--- config.mk ---
export PLATFORM = sky130hd
export DESIGN_NAME = ppf_select_reg
export DESIGN_NICKNAME = d
export VERILOG_FILES = /design/src/rtl/ppf_pkg.sv /design/src/rtl/ppf_bit_store.sv /design/src/rtl/ppf_pin_decode.sv /design/src/rtl/ppf_select_reg.sv
export SDC_FILE = /design/constraint.sdc
export NUM_CORES = 1
export LEC_CHECK = 0
export CORE_AREA = 10 10 47 49
export DETAILED_ROUTE_END_ITERATION = 10
export DIE_AREA = 0 0 57 59
export DONT_BUFFER_PORTS = 1
export MAX_ROUTING_LAYER = met4
export PLACE_DENSITY_LB_ADDON = 0.3
export SYNTH_ARGS = -nofsm -noshare
export SYNTH_HDL_FRONTEND = slang
export SYNTH_SLANG_ARGS = --single-unit
--- constraint.sdc ---
create_clock -name clk -period 1.5 [get_ports clk]
set_input_delay 0 -clock clk [delete_from_list [all_inputs] [get_ports clk]]
set_output_delay 0 -clock clk [all_outputs]
set_load 0.05 [all_outputs]
--- src/rtl/ppf_pkg.sv ---
package ppf_pkg;

  localparam int REG_W  = 8;
  localparam int B_DEN  = 7;   // data-enable disable
  localparam int B_QHI  = 6;   // upper queue-status pin
  localparam int B_QST  = 5;   // queue-status enable
  localparam int B_NCLK = 4;   // no external clock
  localparam int B_LSTB = 3;   // low strobe enable
  localparam int B_RW   = 2;   // read/write enable

  localparam logic [REG_W-1:0] IMPL_MASK =
    REG_W'((1 << B_DEN) | (1 << B_QST) | (1 << B_NCLK) | (1 << B_LSTB) | (1 << B_RW));

  typedef enum logic [1:0] {
    K_SINGLE = 2'd0,
    K_NARROW = 2'd1,
    K_WIDE   = 2'd2,
    K_PERIPH = 2'd3
  } op_kind_e;

  function automatic logic f_expanded(op_kind_e k);
    return (k == K_NARROW) || (k == K_WIDE);
  endfunction

  function automatic logic [REG_W-1:0] f_reset_value(logic spec, op_kind_e k);
    logic [REG_W-1:0] v;
    v        = '0;
    v[B_DEN] = 1'b1;
    if (f_expanded(k)) begin
      if (spec) begin
        v[B_QST]  = 1'b1;
        v[B_LSTB] = 1'b1;
        v[B_RW]   = 1'b1;
      end
    end else if (!(spec && k == K_SINGLE)) begin
      v[B_NCLK] = 1'b1;
    end
    return v;
  endfunction

  // Whether a write access may change bit idx, given its written flag.
  function automatic logic f_accept(int idx, logic spec, op_kind_e k, logic flag);
    if (k == K_PERIPH || !IMPL_MASK[idx]) return 1'b0;
    if (idx == B_NCLK) begin
      if (f_expanded(k)) return 1'b0;
      if (spec)          return 1'b1;
      return !flag;
    end
    return spec ? flag : !flag;
  endfunction

  function automatic logic f_eclk_sel(op_kind_e k, logic nclk, logic vis, logic strb);
    if (f_expanded(k))  return 1'b1;
    if (k == K_SINGLE)  return !nclk && (vis || !strb);
    return 1'b0;
  endfunction

  function automatic logic [REG_W-1:0] f_pin_sel(logic [REG_W-1:0] q, logic spec,
                                                 op_kind_e k, logic vis, logic strb);
    logic [REG_W-1:0] s;
    logic ex;
    ex        = f_expanded(k);
    s         = '0;
    s[B_DEN]  = ex && !q[B_DEN];
    s[B_QHI]  = ex && q[B_QST];
    s[B_QST]  = ex && q[B_QST];
    s[B_NCLK] = f_eclk_sel(k, q[B_NCLK], vis, strb);
    s[B_LSTB] = ex && q[B_LSTB] && !(!spec && k == K_NARROW);
    s[B_RW]   = ex && q[B_RW];
    return s;
  endfunction

endpackage

--- src/rtl/ppf_bit_store.sv ---
module ppf_bit_store
  import ppf_pkg::*;
#(
  parameter int W = REG_W
) (
  input  logic         clk,
  input  logic         rst_n,
  input  logic         spec,
  input  op_kind_e     kind,
  input  logic         wr_access,
  input  logic [W-1:0] wdata,
  output logic [W-1:0] q
);

  localparam logic [W-1:0] ONCE_BITS = IMPL_MASK & ~(W'(1) << B_NCLK);

  logic [W-1:0] rst_val;
  logic [W-1:0] wr_flag;
  logic [W-1:0] bit_take;

  assign rst_val = f_reset_value(spec, kind);

  for (genvar i = 0; i < W; i++) begin : g_bit
    assign bit_take[i] = wr_access && f_accept(i, spec, kind, wr_flag[i]);

    always_ff @(posedge clk) begin
      if (!rst_n) begin
        q[i]       <= rst_val[i];
        wr_flag[i] <= 1'b0;
      end else begin
        if (bit_take[i])  q[i]       <= wdata[i];
        if (wr_access)    wr_flag[i] <= 1'b1;
      end
    end

    if (ONCE_BITS[i]) begin : g_once_chk
      // normal mode, bit already written -> write is ignored
      a_r2_normal_once: assert property (@(posedge clk) disable iff (!rst_n)
        (wr_access && !spec && wr_flag[i]) |=> $stable(q[i]));
      // special mode, first write -> ignored
      a_r3_special_first: assert property (@(posedge clk) disable iff (!rst_n)
        (wr_access && spec && !wr_flag[i]) |=> $stable(q[i]));
    end
  end

  // no-clock bit held low in expanded modes
  a_r4_nclk_zero: assert property (@(posedge clk) disable iff (!rst_n)
    f_expanded(kind) |-> !q[B_NCLK]);

  // peripheral mode leaves the stored value alone
  a_r6_periph_hold: assert property (@(posedge clk) disable iff (!rst_n)
    (kind == K_PERIPH && $past(rst_n)) |=> $stable(q));

endmodule

--- src/rtl/ppf_pin_decode.sv ---
module ppf_pin_decode
  import ppf_pkg::*;
#(
  parameter int W = REG_W
) (
  input  logic         clk,
  input  logic         rst_n,
  input  logic [W-1:0] q,
  input  logic         spec,
  input  op_kind_e     kind,
  input  logic         vis,
  input  logic         strb,
  output logic [W-1:0] sel
);

  assign sel = f_pin_sel(q, spec, kind, vis, strb);

  // expanded modes always route the E clock
  a_r4_eclk_expanded: assert property (@(posedge clk) disable iff (!rst_n)
    f_expanded(kind) |-> sel[B_NCLK]);

  // low strobe only when its stored bit is set
  a_r11_lstrb_needs_bit: assert property (@(posedge clk) disable iff (!rst_n)
    sel[B_LSTB] |-> q[B_LSTB]);

  // both queue-status pins move together
  a_r9_qstat_pair: assert property (@(posedge clk) disable iff (!rst_n)
    sel[B_QHI] == sel[B_QST]);

endmodule

--- src/rtl/ppf_select_reg.sv ---
module ppf_select_reg
  import ppf_pkg::*;
(
  input  logic       clk,
  input  logic       rst_n,
  input  logic       mode_spec,
  input  logic [1:0] mode_kind,
  input  logic       reg_wr,
  input  logic [7:0] reg_wdata,
  output logic [7:0] reg_rdata,
  input  logic       vis_in,
  input  logic       strb_sel_in,
  output logic [7:0] sel_pin
);

  op_kind_e         kind;
  logic             reg_open;
  logic             wr_access;
  logic [REG_W-1:0] stored;

  assign kind      = op_kind_e'(mode_kind);
  assign reg_open  = (kind != K_PERIPH);
  assign wr_access = reg_wr && reg_open;

  ppf_bit_store #(.W(REG_W)) store_i (
    .clk       (clk),
    .rst_n     (rst_n),
    .spec      (mode_spec),
    .kind      (kind),
    .wr_access (wr_access),
    .wdata     (reg_wdata),
    .q         (stored)
  );

  ppf_pin_decode #(.W(REG_W)) decode_i (
    .clk   (clk),
    .rst_n (rst_n),
    .q     (stored),
    .spec  (mode_spec),
    .kind  (kind),
    .vis   (vis_in),
    .strb  (strb_sel_in),
    .sel   (sel_pin)
  );

  assign reg_rdata = reg_open ? stored : '0;

  // unimplemented bits never reach the read bus
  a_r7_unused_zero: assert property (@(posedge clk) disable iff (!rst_n)
    (reg_rdata & ~IMPL_MASK) == '0);

  // peripheral mode drives no bus-control function
  a_r6_periph_quiet: assert property (@(posedge clk) disable iff (!rst_n)
    (kind == K_PERIPH) |-> (sel_pin == '0));

endmodule

==> key figures <==
Timing
  • Final hold vios: 0
  • RSZ-0062 raised after global routing: false
  • Max frequency: 848 MHz
  • Setup violations, final: 0
  • Final Critical Period: 1.18 ns
  • Setup TNS: 0 ns
  • Final Skew: 0.00546 ns
  • Max-slew violations: 0
  • Period utilisation layout: 78.6%

Floorplanning
  • # rows: 14
  • CORE AREA: 1400 um2
  • Die extent in y: 59 um
  • Die area: 3360 um2
  • Die X: 57 um
  • Initial Util: 33.3%
  • Ports: 32

Yosys
  • Post-Syn Instances: 52
  • Syn Area/Cell: 8.97 um2
  • Main synth FF type: edfxtp_1
  • Ys Warns: 0
  • Seq/Total Area, Yosys: 34.3%
  • FF+latch count, synth: 6
  • Cell Area, Synth: 467 um2
  • Yosys cell types: 21
  • Area fraction of the dominant cell type after synthesis: 25.7%
  • Top cells by area in the synthesized netlist: edfxtp_1, ha_1, buf_4
  • Dominant cell type by area after synthesis: edfxtp_1
  • Ys async rst share: 0%
  • EDFF count, synth: 4

Power and ir drop
  • PwrDens: 1030 nW/um2
  • Power Total: 613 uW
  • Max VDD drop: 0.000386 V
  • P_leak: 0.000308 uW

Finish
  • Area Overhead vs Synth: 27.1%
  • # diodes: 0
  • Final net count: 87
  • Share of cells above drive strength 1: 16.7%
  • Finished Layout Cells: 82
  • Register area: 160 um2
  • # fillers: 150
  • Area of the multi-input gates: 253 um2

Clock network
  • # resized after CTS: 0
  • Htree depth: 1
  • Clock Pin Slew Worst Setup and Hold Paths: 0.05 ns
  • Clock net sink count: 6
  • CTS buffer count: 3
  • Max clock buf depth: 2
  • Skew-Pair Late Insertion Delay: 0.25 ns
  • CTS root buf: clkbuf_4
  • CTS tree: done

Route
  • DR iter-0 viols: 2
  • TritonRoute pass-1 iters: 2
  • Post-Route WL: 1080 um
  • Vias: 369
  • Drt drc: 0
  • Vias per cell: 4.50
  • DR WL/cell: 13.1 um
  • Final ANT Viol Nets: 0

Worst setup path
  • Critical-path cell list: ha_1, and2_1, a221o_1
  • Crit path launch: store_i.wr_flag[4]
  • Crit path arrival time: 1.32 ns
  • CP Buf/Inv Count: 0
  • Worst Path Max Fanout: 2
  • Largest delay share family, worst path: adder cells
  • Reg2reg start: store_i.wr_flag[4]
  • Data required, critical path: 1.64 ns
  • Setup crit start kind: flop
  • CP Capture Type: flop
  • Worst Setup Path Type: flop to flop
  • CP max stage delay: 0.32 ns
  • CP max-delay cell: ha_1

Place
  • Placed cell count: 71
  • Port Buf Inserts: 0
  • Final HPWL DP: 863 um
  • Routability cong.: 0.707

Min path
  • Hold Path Class: input port to flop
  • Min-delay src: mode_spec

Run status
  • Status: finished clean

Global route
  • Initial antenna violation count: 0
  • GRT overflow: 0
  • First-pass GRT wire length: 1840 um
  • Largest net degree at the start of global routing: 9
  • Vias in the first global route: 399
  • Global-route usage over all layers: 7.04%

Run
  • Max-cap viol count: 0
routing by layer:
layer	vias to the layer above	track usage (%)	part of all wire, %
met5	-	-	0
met4	0	7.05	4.7
met3	5	3.65	12
met2	23	9.30	41
met1	155	7.18	42
li1	186	-	-
cell type report:
class,count,area share (%)
clock buffer,4,4.43
inverter,5,3.16
timing repair buffer,13,19.4
multi-input combinational,38,42.6
sequential,6,27.0
tap,16,3.38
metrics by stage:
stage | area [um2] | hold slack [ns] | worst slack [ns] | utilization (%)
after floorplan | 482 | 0.183 | 0.283 | -
final | 593 | 0.0151 | 0.321 | 42.3
after global routing | 593 | 0.0341 | 0.277 | 42.3
after detailed placement | 497 | 0.123 | 0.321 | 35.4
after CTS | 593 | 0.0142 | 0.318 | 42.3
after global placement | 497 | 0.120 | 0.324 | 35.4
what timing repair did:
item,4_1_cts,5_1_grt
hold buffers,7,0
buffers inserted,0,0
endpoints found under the hold margin,9,0
flip-flops by register name, summed over array words and instances, names as in the netlist:
name and count:
store_i.q 5, store_i.wr_flag 1
where the power goes:
| group | total, uW | switching (uW) | internal [uW] |
|---|---|---|---|
| combinational | 245 | 177 | 67.9 |
| sequential | 201 | 6.07 | 195 |
| clock | 167 | 66.0 | 101 |
synth_stat cells (2+ instances only):
master and count:
nor2b_1 4, nand2_1 8, buf_4 6, dfxtp_1 2, nor2_1 2, edfxtp_1 4
a21o_1 2, inv_1 5, and2_1 3, and2b_1 2, ha_1 4
worst register-to-register path, stage by stage (launching register included):
cell     delay (ns)
dfxtp_1        0.31
ha_1           0.32
and2_1         0.17
a221o_1        0.28
worst paths after layout:
| path | cells past startpoint | slack [ns] | to |
|---|---|---|---|
| worst max-delay path | 3 | 0.32 | store_i.q[7] |
| worst min-delay path | 2 | 0.02 | store_i.q[5] |
| worst max register to register | 3 | 0.32 | store_i.q[7] |
| worst min register to register | 1 | 0.47 | store_i.wr_flag[4] |
logic make-up (layout without fill, tap and decap cells):
group / count (synthesis) / after routing / synth area share [%]
and+or+nand+nor: 22 / 22 / 27.9
other: 1 / 5 / 0.804
DFF: 6 / 6 / 34.3
buffers and inverters: 12 / 22 / 14.7
adders and majority gates: 4 / 4 / 10.7
AOI/OAI and AO/OA: 7 / 7 / 11.5
layout by cell type, fill, tap and decap left out:
master and instances:
a211oi_1 1, a21o_1 2, a21oi_1 1, a221o_1 1, a31o_2 1, and2_1 3
and2b_1 2, buf_4 6, clkbuf_1 1, clkbuf_4 3, conb_1 5, dfxtp_1 2
dlygate4sd3_1 7, edfxtp_1 4, ha_1 4, inv_1 5, nand2_1 8, nand2b_1 1
nand3b_1 1, nand3b_4 1, nor2_1 2, nor2b_1 4, o21a_1 1
(Power assumes the default switching activity.)
